**config.mk**
```make
export PLATFORM = sky130hd
export DESIGN_NAME = seg_addr_gen
export DESIGN_NICKNAME = d
export VERILOG_FILES = /design/src/rtl/seg_pkg.sv /design/src/rtl/seg_desc_file.sv /design/src/rtl/seg_select.sv /design/src/rtl/seg_xlate.sv /design/src/rtl/seg_addr_gen.sv
export SDC_FILE = /design/constraint.sdc
export NUM_CORES = 1
export LEC_CHECK = 0
export ABC_AREA = 1
export BUFFER_PORTS_ARGS = -buffer_cell sky130_fd_sc_hd__buf_2
export CORE_MARGIN = 2
export CORE_UTILIZATION = 50
export DETAILED_ROUTE_END_ITERATION = 10
export HOLD_SLACK_MARGIN = 0.1
export PLACE_DENSITY = 0.68
export SYNTH_ARGS = -nofsm -noshare
export SYNTH_HDL_FRONTEND = slang
export SYNTH_SLANG_ARGS = --single-unit
export TNS_END_PERCENT = 30
```
**constraint.sdc**
```tcl
create_clock -name clk -period 6.51 [get_ports clk]
set_clock_uncertainty 0.2 [all_clocks]
set_input_delay 0.3255 -clock clk [delete_from_list [all_inputs] [get_ports clk]]
set_output_delay 0.3255 -clock clk [all_outputs]
set_load 0.02 [all_outputs]
```
**src/rtl/seg_pkg.sv**
```systemverilog
package seg_pkg;
  localparam int ADDR_W     = 32;
  localparam int SEL_W      = 16;
  localparam int ATTR_W     = 4;
  localparam int NUM_SEG    = 6;
  localparam int SLOT_W     = $clog2(NUM_SEG + 1);
  localparam int FIRST_DATA = 2;
  localparam int NUM_DATA   = NUM_SEG - FIRST_DATA;
  localparam int OVR_W      = $clog2(NUM_DATA);
  localparam int REAL_SHIFT = 4;
  localparam int PAD_W      = ADDR_W - SEL_W - REAL_SHIFT;
  localparam logic [ADDR_W-1:0] REAL_LIMIT = {{(ADDR_W-SEL_W){1'b0}}, {SEL_W{1'b1}}};

  typedef enum logic [1:0] {
    ACC_FETCH = 2'd0,
    ACC_STACK = 2'd1,
    ACC_DATA  = 2'd2,
    ACC_DATA2 = 2'd3
  } acc_kind_e;

  typedef struct packed {
    logic [SEL_W-1:0]  sel;
    logic [ADDR_W-1:0] base;
    logic [ADDR_W-1:0] limit;
    logic [ATTR_W-1:0] attr;
  } seg_desc_t;

  function automatic logic [ADDR_W-1:0] real_base(input logic [SEL_W-1:0] sel);
    return {{PAD_W{1'b0}}, sel, {REAL_SHIFT{1'b0}}};
  endfunction

  function automatic logic [ADDR_W-1:0] wrap_add(input logic [ADDR_W-1:0] a,
                                                 input logic [ADDR_W-1:0] b);
    return a + b;
  endfunction

  function automatic logic beyond(input logic [ADDR_W-1:0] off,
                                  input logic [ADDR_W-1:0] lim);
    return off > lim;
  endfunction
endpackage

```
**src/rtl/seg_desc_file.sv**
```systemverilog
module seg_desc_file
  import seg_pkg::*;
(
  input  logic              clk,
  input  logic              rst_n,
  input  logic              wr_en,
  input  logic              wr_priv,
  input  logic [SLOT_W-1:0] wr_slot,
  input  seg_desc_t         wr_desc,
  input  logic [SLOT_W-1:0] rd_idx,
  output seg_desc_t         rd_desc
);
  seg_desc_t slot_q [NUM_SEG];
  logic      wr_accept;

  assign wr_accept = wr_en & wr_priv & (wr_slot < SLOT_W'(NUM_SEG));

  for (genvar g = 0; g < NUM_SEG; g++) begin : g_slot
    logic hit;
    assign hit = wr_accept & (wr_slot == SLOT_W'(g));
    always_ff @(posedge clk) begin
      if (!rst_n) begin
        slot_q[g].sel   <= '0;
        slot_q[g].base  <= '0;
        slot_q[g].limit <= REAL_LIMIT;
        slot_q[g].attr  <= '0;
      end else if (hit) begin
        slot_q[g] <= wr_desc;
      end
    end


    unpriv_hold_chk: assert property (@(posedge clk) disable iff (!rst_n)
      (wr_en && !wr_priv) |=> $stable(slot_q[g]));
  end

  always_comb begin
    rd_desc = '0;
    if (rd_idx < SLOT_W'(NUM_SEG)) rd_desc = slot_q[rd_idx];
  end
endmodule

```
**src/rtl/seg_select.sv**
```systemverilog
module seg_select
  import seg_pkg::*;
(
  input  logic              clk,
  input  logic              rst_n,
  input  logic [1:0]        kind,
  input  logic              ovr_en,
  input  logic [OVR_W-1:0]  ovr_seg,
  output logic [SLOT_W-1:0] slot_idx,
  output logic              use_ip
);
  acc_kind_e k;
  assign k = acc_kind_e'(kind);

  always_comb begin
    use_ip = 1'b0;
    unique case (k)
      ACC_FETCH: begin
        slot_idx = '0;
        use_ip   = 1'b1;
      end
      ACC_STACK: slot_idx = SLOT_W'(1);
      default: begin
        slot_idx = SLOT_W'(FIRST_DATA);
        if (ovr_en) slot_idx = SLOT_W'(FIRST_DATA) + SLOT_W'(ovr_seg);
      end
    endcase
  end


  fetch_slot_chk: assert property (@(posedge clk) disable iff (!rst_n)
    (kind == 2'd0) |-> (slot_idx == '0 && use_ip));

  stack_slot_chk: assert property (@(posedge clk) disable iff (!rst_n)
    (kind == 2'd1) |-> (slot_idx == SLOT_W'(1) && !use_ip));

  data_slot_chk: assert property (@(posedge clk) disable iff (!rst_n)
    (kind[1]) |-> (slot_idx >= SLOT_W'(FIRST_DATA) && slot_idx < SLOT_W'(NUM_SEG) && !use_ip));
endmodule

```
**src/rtl/seg_xlate.sv**
```systemverilog
module seg_xlate
  import seg_pkg::*;
(
  input  logic              prot,
  input  seg_desc_t         desc,
  input  logic [ADDR_W-1:0] offset,
  output logic [ADDR_W-1:0] lin_addr,
  output logic              over
);
  logic [ADDR_W-1:0] base_eff;
  logic [ADDR_W-1:0] lim_eff;

  assign base_eff = prot ? desc.base  : real_base(desc.sel);
  assign lim_eff  = prot ? desc.limit : REAL_LIMIT;
  assign lin_addr = wrap_add(base_eff, offset);
  assign over     = beyond(offset, lim_eff);
endmodule

```
**src/rtl/seg_addr_gen.sv**
```systemverilog
module seg_addr_gen
  import seg_pkg::*;
(
  input  logic        clk,
  input  logic        rst_n,
  input  logic        req_valid,
  input  logic [1:0]  req_kind,
  input  logic        req_prot,
  input  logic        ovr_en,
  input  logic [1:0]  ovr_seg,
  input  logic [31:0] ip_in,
  input  logic [31:0] off_in,
  input  logic        wr_en,
  input  logic        wr_priv,
  input  logic [2:0]  wr_slot,
  input  logic [15:0] wr_sel,
  input  logic [31:0] wr_base,
  input  logic [31:0] wr_limit,
  input  logic [3:0]  wr_attr,
  output logic        out_valid,
  output logic [31:0] out_addr,
  output logic        out_fault,
  output logic [3:0]  out_attr
);
  logic [SLOT_W-1:0] slot_idx;
  logic              use_ip;
  seg_desc_t         wr_desc;
  seg_desc_t         rd_desc;
  logic [ADDR_W-1:0] off_sel;
  logic [ADDR_W-1:0] lin_addr;
  logic              over;

  assign wr_desc = '{sel: wr_sel, base: wr_base, limit: wr_limit, attr: wr_attr};

  seg_select u_sel (
    .clk(clk), .rst_n(rst_n), .kind(req_kind), .ovr_en(ovr_en),
    .ovr_seg(ovr_seg), .slot_idx(slot_idx), .use_ip(use_ip)
  );

  seg_desc_file u_file (
    .clk(clk), .rst_n(rst_n), .wr_en(wr_en), .wr_priv(wr_priv),
    .wr_slot(wr_slot), .wr_desc(wr_desc), .rd_idx(slot_idx), .rd_desc(rd_desc)
  );

  assign off_sel = use_ip ? ip_in : off_in;

  seg_xlate u_xl (
    .prot(req_prot), .desc(rd_desc), .offset(off_sel),
    .lin_addr(lin_addr), .over(over)
  );

  always_ff @(posedge clk) begin
    if (!rst_n) begin
      out_valid <= 1'b0;
      out_addr  <= '0;
      out_fault <= 1'b0;
      out_attr  <= '0;
    end else begin
      out_valid <= req_valid;
      out_fault <= req_valid & over;
      if (req_valid) begin
        out_addr <= lin_addr;
        out_attr <= rd_desc.attr;
      end
    end
  end


  valid_rise_chk: assert property (@(posedge clk) disable iff (!rst_n)
    req_valid |=> out_valid);

  valid_fall_chk: assert property (@(posedge clk) disable iff (!rst_n)
    !req_valid |=> !out_valid);

  fault_qual_chk: assert property (@(posedge clk) disable iff (!rst_n)
    out_fault |-> out_valid);

  real_fault_chk: assert property (@(posedge clk) disable iff (!rst_n)
    (req_valid && !req_prot && off_sel > 32'h0000_FFFF) |=> out_fault);

  prot_ok_chk: assert property (@(posedge clk) disable iff (!rst_n)
    (req_valid && req_prot && off_sel <= rd_desc.limit) |=> !out_fault);
endmodule

```
Yosys cells after proc, flatten, opt, wreduce, memory -nomap -nowiden
Memories as Yosys holds them, arrays and structs flattened.
Index checks and enable logic that the tools add are counted.
{"block": "classes", "add_sub_neg": 2, "n_lt_le_gt_ge": 3, "n_eq_ne": 6, "mux": 32, "bitwise_logic": 15, "n_reduce_logical": 2}
{"cell": "84-bit 2-to-1 mux", "count": 7}
{"cell": "32-bit 2-to-1 mux", "count": 3}
{"cell": "32-bit adder", "count": 1}
{"cell": "32-bit greater-than comparator", "count": 1}
{"cell": "1-bit 2-to-1 mux", "count": 20}
{"cell": "1-bit bitwise AND", "count": 9}
{"cell": "3-bit by 2-bit equality test with 1-bit output, second input constant", "count": 2}
{"cell": "3-bit equality test, second input constant", "count": 2}
{"cell": "3-bit < comparator, second input constant", "count": 2}
{"cell": "1-bit OR", "count": 6}
{"cell": "3-bit case mux with 2 select lines", "count": 1}
{"cell": "2-bit by 2-bit adder with 3-bit output, first input constant", "count": 1}
{"cell": "3-bit by 1-bit equality test with 1-bit output, second input constant", "count": 1}
{"cell": "3-bit logical NOT", "count": 1}
{"cell": "3-bit 2-to-1 mux", "count": 1}
{"cell": "2-bit by 1-bit equality test with 1-bit output, second input constant", "count": 1}
{"cell": "2-bit logical NOT", "count": 1}
{"block": "totals", "register_bits": 38, "mem_bits_rw": 504, "in_bits": 162, "out_inout_bits": 38, "word_cells": 65, "mem_count": 1}
{"memory": "u_file.slot_q", "words": 6, "width": 84, "read_ports": 1, "rd_clocked_by_memory_dff": 0, "write_ports": 6, "line": "seg_desc_file.sv:13", "source": "seg_desc_t slot_q [NUM_SEG];"}

Longest topological paths before layout
{"block": "depth", "word_depth": 8, "depth_mapped": 25, "ltp_nobuf": 23}

Modules after synthesis
Synthesis repeated with hierarchy kept, for this count alone.
{"block": "hier_totals", "cells_unflattened": 3218, "area_unflattened_um2": 27883.0}
{"mod": "seg_desc_file", "instances": 1, "cells_per_inst": 2166, "area_each_um2": 22308.9, "seq_area_each_um2": 15134.5}
{"mod": "seg_xlate", "instances": 1, "cells_per_inst": 707, "area_each_um2": 3490.8, "seq_area_each_um2": 0.0}
{"mod": "seg_addr_gen", "instances": 1, "cells_per_inst": 337, "area_each_um2": 2044.5, "seq_area_each_um2": 760.7}
{"mod": "seg_select", "instances": 1, "cells_per_inst": 8, "area_each_um2": 38.8, "seq_area_each_um2": 0.0}

Worst setup path before layout
No wires, ideal clock.
{"block": "synth_path", "path_type": "input-to-reg", "start": "in rst_n", "end": "mem u_file.slot_q[3][0] (netlist name) (enable)", "setup_time_ps": 823, "arrival_ps": 2267, "t_required_ps": 5487, "slack_ps": 3220, "cell_stages": 3, "path_buffers": 2, "path_cell_list": "clkbuf_1 -> clkbuf_1 -> nand2_1"}
{"item": "start, declared", "line": "seg_addr_gen.sv:5", "source": "input logic rst_n,"}
{"item": "end, declared", "line": "seg_desc_file.sv:13"}

Final worst setup path
{"block": "layout_path", "start": "in ovr_en", "end": "reg out_addr[27]"}
{"block": "layout_between", "elab_chain_cells": 6, "elab_cells_between_ends": 7, "classes_between": "1 x add/sub; 1 x order compare; 4 x mux; 1 x memory"}
{"item": "start, declared", "line": "seg_addr_gen.sv:9", "source": "input logic ovr_en,"}
{"item": "3-bit 2-to-1 mux *", "line": "seg_select.sv:25", "source": "if (ovr_en) slot_idx = SLOT_W'(FIRST_DATA) + SLOT_W'(ovr_seg);"}
{"item": "3-bit case mux with 2 select lines *", "line": "seg_select.sv:17", "source": "unique case (k)"}
{"item": "memory read 6 x 84 bit / 3-bit < comparator (equally long branches)"}
{"item": "84-bit 2-to-1 mux *", "line": "seg_desc_file.sv:39", "source": "if (rd_idx < SLOT_W'(NUM_SEG)) rd_desc = slot_q[rd_idx];"}
{"item": "32-bit 2-to-1 mux *", "line": "seg_xlate.sv:13", "source": "assign base_eff = prot ? desc.base : real_base(desc.sel);"}
{"item": "32-bit adder *", "line": "seg_pkg.sv:34", "source": "return a + b;"}
{"item": "end signal, assigned", "line": "seg_addr_gen.sv:62", "source": "out_addr <= lin_addr;"}
{"item": "end, declared", "line": "seg_addr_gen.sv:21", "source": "output logic [31:0] out_addr,"}
Mark *: on every way between the ends. The rest lies on a longest branch, timed or not.
A chain may end at the register's enable or synchronous reset.

==> flow_summary.ini <==
[drt]
drt_wl_total_mm = 79.3
drt_pass1_iterations = 6
first_iter_violations = 2435
wire_per_inst_um = 20.6
drcViolationCount = 0
num_vias = 21700
vias_per_cell = 5.64
ant_nets = 0

[timing]
worstMarginPinSlew_ns = 1.08
slew_headroom_pct = 28.2
setup_viol = 0
slew_viol_final = 0
setup_tns_ns = 0
worst_slack_ns = 2.10
post-route-min-period_ns = 4.41
clock.fmax_ghz = 0.227
rsz0062_at_grt = false
hold_viol = 0
fin_crit_sh_pct = 67.8

[yosys]
yosysTopAreaCell = edfxtp_1
yosysTopAreaCellShare_pct = 56.3
ys_top_cells_by_area = edfxtp_1, nor2_1, nand2_1
synthesis.instances = 2906
async_flop_share_pct = 0
ys_seq_elements = 542
muxShareOfSynthArea_pct = 1.26
synth_top_family_by_area = simple AND/OR/NAND/NOR gates
synth_edf_count = 504
yosysUniqueCellTypes = 42
syn_avg_cell_area_um2 = 9.24
synth_compound_area_share_pct = 6.33
netlist_top_cells_count = nor2_1, nand2_1, edfxtp_1
ys.flop_type = edfxtp_1
yosysSeqAreaShare_pct = 59.2
synth_fa_ha_area_share_pct = 3.01
syn_area_mm2 = 0.0269
synth_most_common_cell = nor2_1
synth_nets = 3132
yosys_warnings = 0
synth_simple_gate_area_share_pct = 23.5
synth_xor_area_share_pct = 0.359

[floorplanning]
die_w_um = 236
io-pin-count = 200
core-area_mm2 = 0.0529
rows = 84
die_area_mm2 = 0.0556
start_util_pct = 50.8
die_y_um = 236

[critical_path]
r2r_setup_slack_ns = 3.32
cp.arrival_ns = 4.73
cp_data_required_time_ns = 6.82
critPathMaxFanout = 110
timing.rr.start = u_file.slot_q[0][48]
reg2reg_to = out_addr[19]
crit_type = primary input to register
end_kind = register
reg2regPathDepth = 16
critPathLaunchType = primary input

[grt]
antenna_found_initial = 2
overflow = 0
grt_pass1_vias = 20900
grt_max_degree = 111
grt_pass1_wl_mm = 121
track_usage_pct = 28.3

[power]
cellPowerDensity_mw_per_mm2 = 275
peakVddDrop_v = 0.000195
p_leak_nw = 13.0

[finish]
layout-drive-gt1-share_pct = 11.4
insertedDiodeCount = 0
areaGrowthSynthToFinish_pct = 15.0
nNetsFinal = 3347

[cts]
cts.root.buffer_cell = clkbuf_16
htree_num_levels = 2
cts_buffers = 56
ctsResizeCount = 0
clk_latency_ns = 0.62
tritoncts = done
clockBufferDepth = 3
cts.sinks = 542
clkTransAtPathRegs_ns = 0.06

[placed_design]
place_ws_ns = 1.58
port-buffer-count = 199
place_congestion = 0.921
hpwl_mm = 47.6

[hold_path]
hold-path-endpoint = out_addr[30]
hp-class = primary input to register
hold_depth = 7
worst_hold_startpoint = off_in[30]

[status]
status = finished clean

[flow_run]
drv_cap = 0
[cells by family (layout without fill, tap and decap cells)]
| logic type | count (synthesis) | after routing |
|---|---|---|
| xor gates and xnor gates | 11 | 11 |
| AOI/OAI and AO/OA | 274 | 274 |
| and+or+nand+nor | 1570 | 1570 |
| muxes | 30 | 30 |
| DFF | 542 | 542 |
| buffers and inverters | 415 | 670 |
| adders and majority gates | 64 | 64 |
[final cells by class]
cell class	instances	area, um^2
Inverter	253	957
Multi-Input combinational cell	1949	9330
Fill cell	4607	22000
Clock buffer	76	1500
Tap cell	688	861
Timing Repair Buffer	319	2140
Clock inverter	22	203
Sequential cell	542	15900
[stage by stage]
| step | instances | hold WS, ns | cell area, um^2 | util (%) | total power, W |
|---|---|---|---|---|---|
| after floorplan | 2906 | 0.297 | 26900 | - | 0.00500 |
| after global placement | 3665 | 0.264 | 28300 | 53.6 | 0.00542 |
| after detailed placement | 3665 | 0.262 | 28300 | 53.6 | 0.00544 |
| after CTS | 3849 | 0.172 | 30900 | 58.4 | 0.00851 |
| after global routing | 3849 | 0.264 | 30900 | 58.4 | 0.00882 |
| final | 3849 | 0.201 | 30900 | 58.4 | 0.00850 |
[registers in the layout, summed over array words and instances, names as in the netlist]
register,flops
u_file.slot_q,504
out_addr,32
out_attr,4
out_fault,1
out_valid,1
[worst max path at each step]
stage	startpoint	to	slack, ns	cells past startpoint
2_1_floorplan	rst_n	u_file.slot_q[3][0]	3.22	3
3_3_place_gp	ovr_en	out_addr[19]	1.65	22
3_5_place_dp	req_kind[1]	out_addr[27]	1.58	23
4_1_cts	req_kind[1]	out_addr[29]	2.24	24
5_1_grt	ovr_en	out_addr[27]	1.79	24
6_report	ovr_en	out_addr[27]	2.10	24
[routing by layer]
layer  part of all wire, %  global-route usage [%]
met1                    43                    39.9
met2                    46                    45.8
met3                   8.6                    4.15
met4                   2.2                    8.24
met5                 0.016                       0
[placed cells by master, fill, tap and decap left out, types with 3 or more instances in the layout]
| master | n |
|---|---|
| edfxtp_1 | 504 |
| nor2_1 | 686 |
| nand3b_1 | 3 |
| clkinv_1 | 12 |
| nand2_4 | 6 |
| nor2_2 | 5 |
| o311ai_1 | 29 |
| nand4_1 | 8 |
| o221ai_1 | 35 |
| xor2_1 | 7 |
| a21oi_1 | 59 |
| clkbuf_16 | 57 |
| inv_2 | 8 |
| ha_1 | 63 |
| nor3_1 | 10 |
| clkbuf_1 | 19 |
| bufinv_16 | 4 |
| o311ai_0 | 13 |
| mux2_2 | 30 |
| xnor2_1 | 4 |
| buf_4 | 32 |
| o21ai_0 | 113 |
| o21ai_1 | 7 |
| inv_1 | 243 |
| o21bai_1 | 5 |
| nand2_1 | 577 |
| a31oi_1 | 5 |
| buf_2 | 199 |
| clkinv_2 | 4 |
| dlygate4sd3_1 | 86 |
| nand3_1 | 265 |
| dfxtp_1 | 38 |
[timing repair]
action / CTS / global route
hold buffers: 86 / 0
buffers inserted: 0 / 0
hold endpoints to repair: 512 / 0
[power by group]
part           total (W)  internal [W]  switching [W]
sequential       0.00409       0.00402      0.0000657
combinational    0.00134      0.000417       0.000921
clock            0.00308       0.00175        0.00132
[critical path, stage by stage]
cell	delay [ns]
buf_2	0.09
nand2_1	0.06
nand2_2	0.20
nand2_8	0.40
inv_6	0.83
buf_12	0.38
nand2_1	0.09
nand3_1	0.08
nand3_1	0.09
o311ai_1	0.12
nand2_1	0.19
inv_1	0.09
ha_1	0.21
nand2_1	0.15
nor2_1	0.27
nand3_1	0.17
nand2_1	0.17
nand2_1	0.07
nand3_1	0.18
nand3_1	0.14
nand3_1	0.10
nand2_1	0.05
nor2_1	0.11
nor2_1	0.05
(Power assumes the default switching activity.)
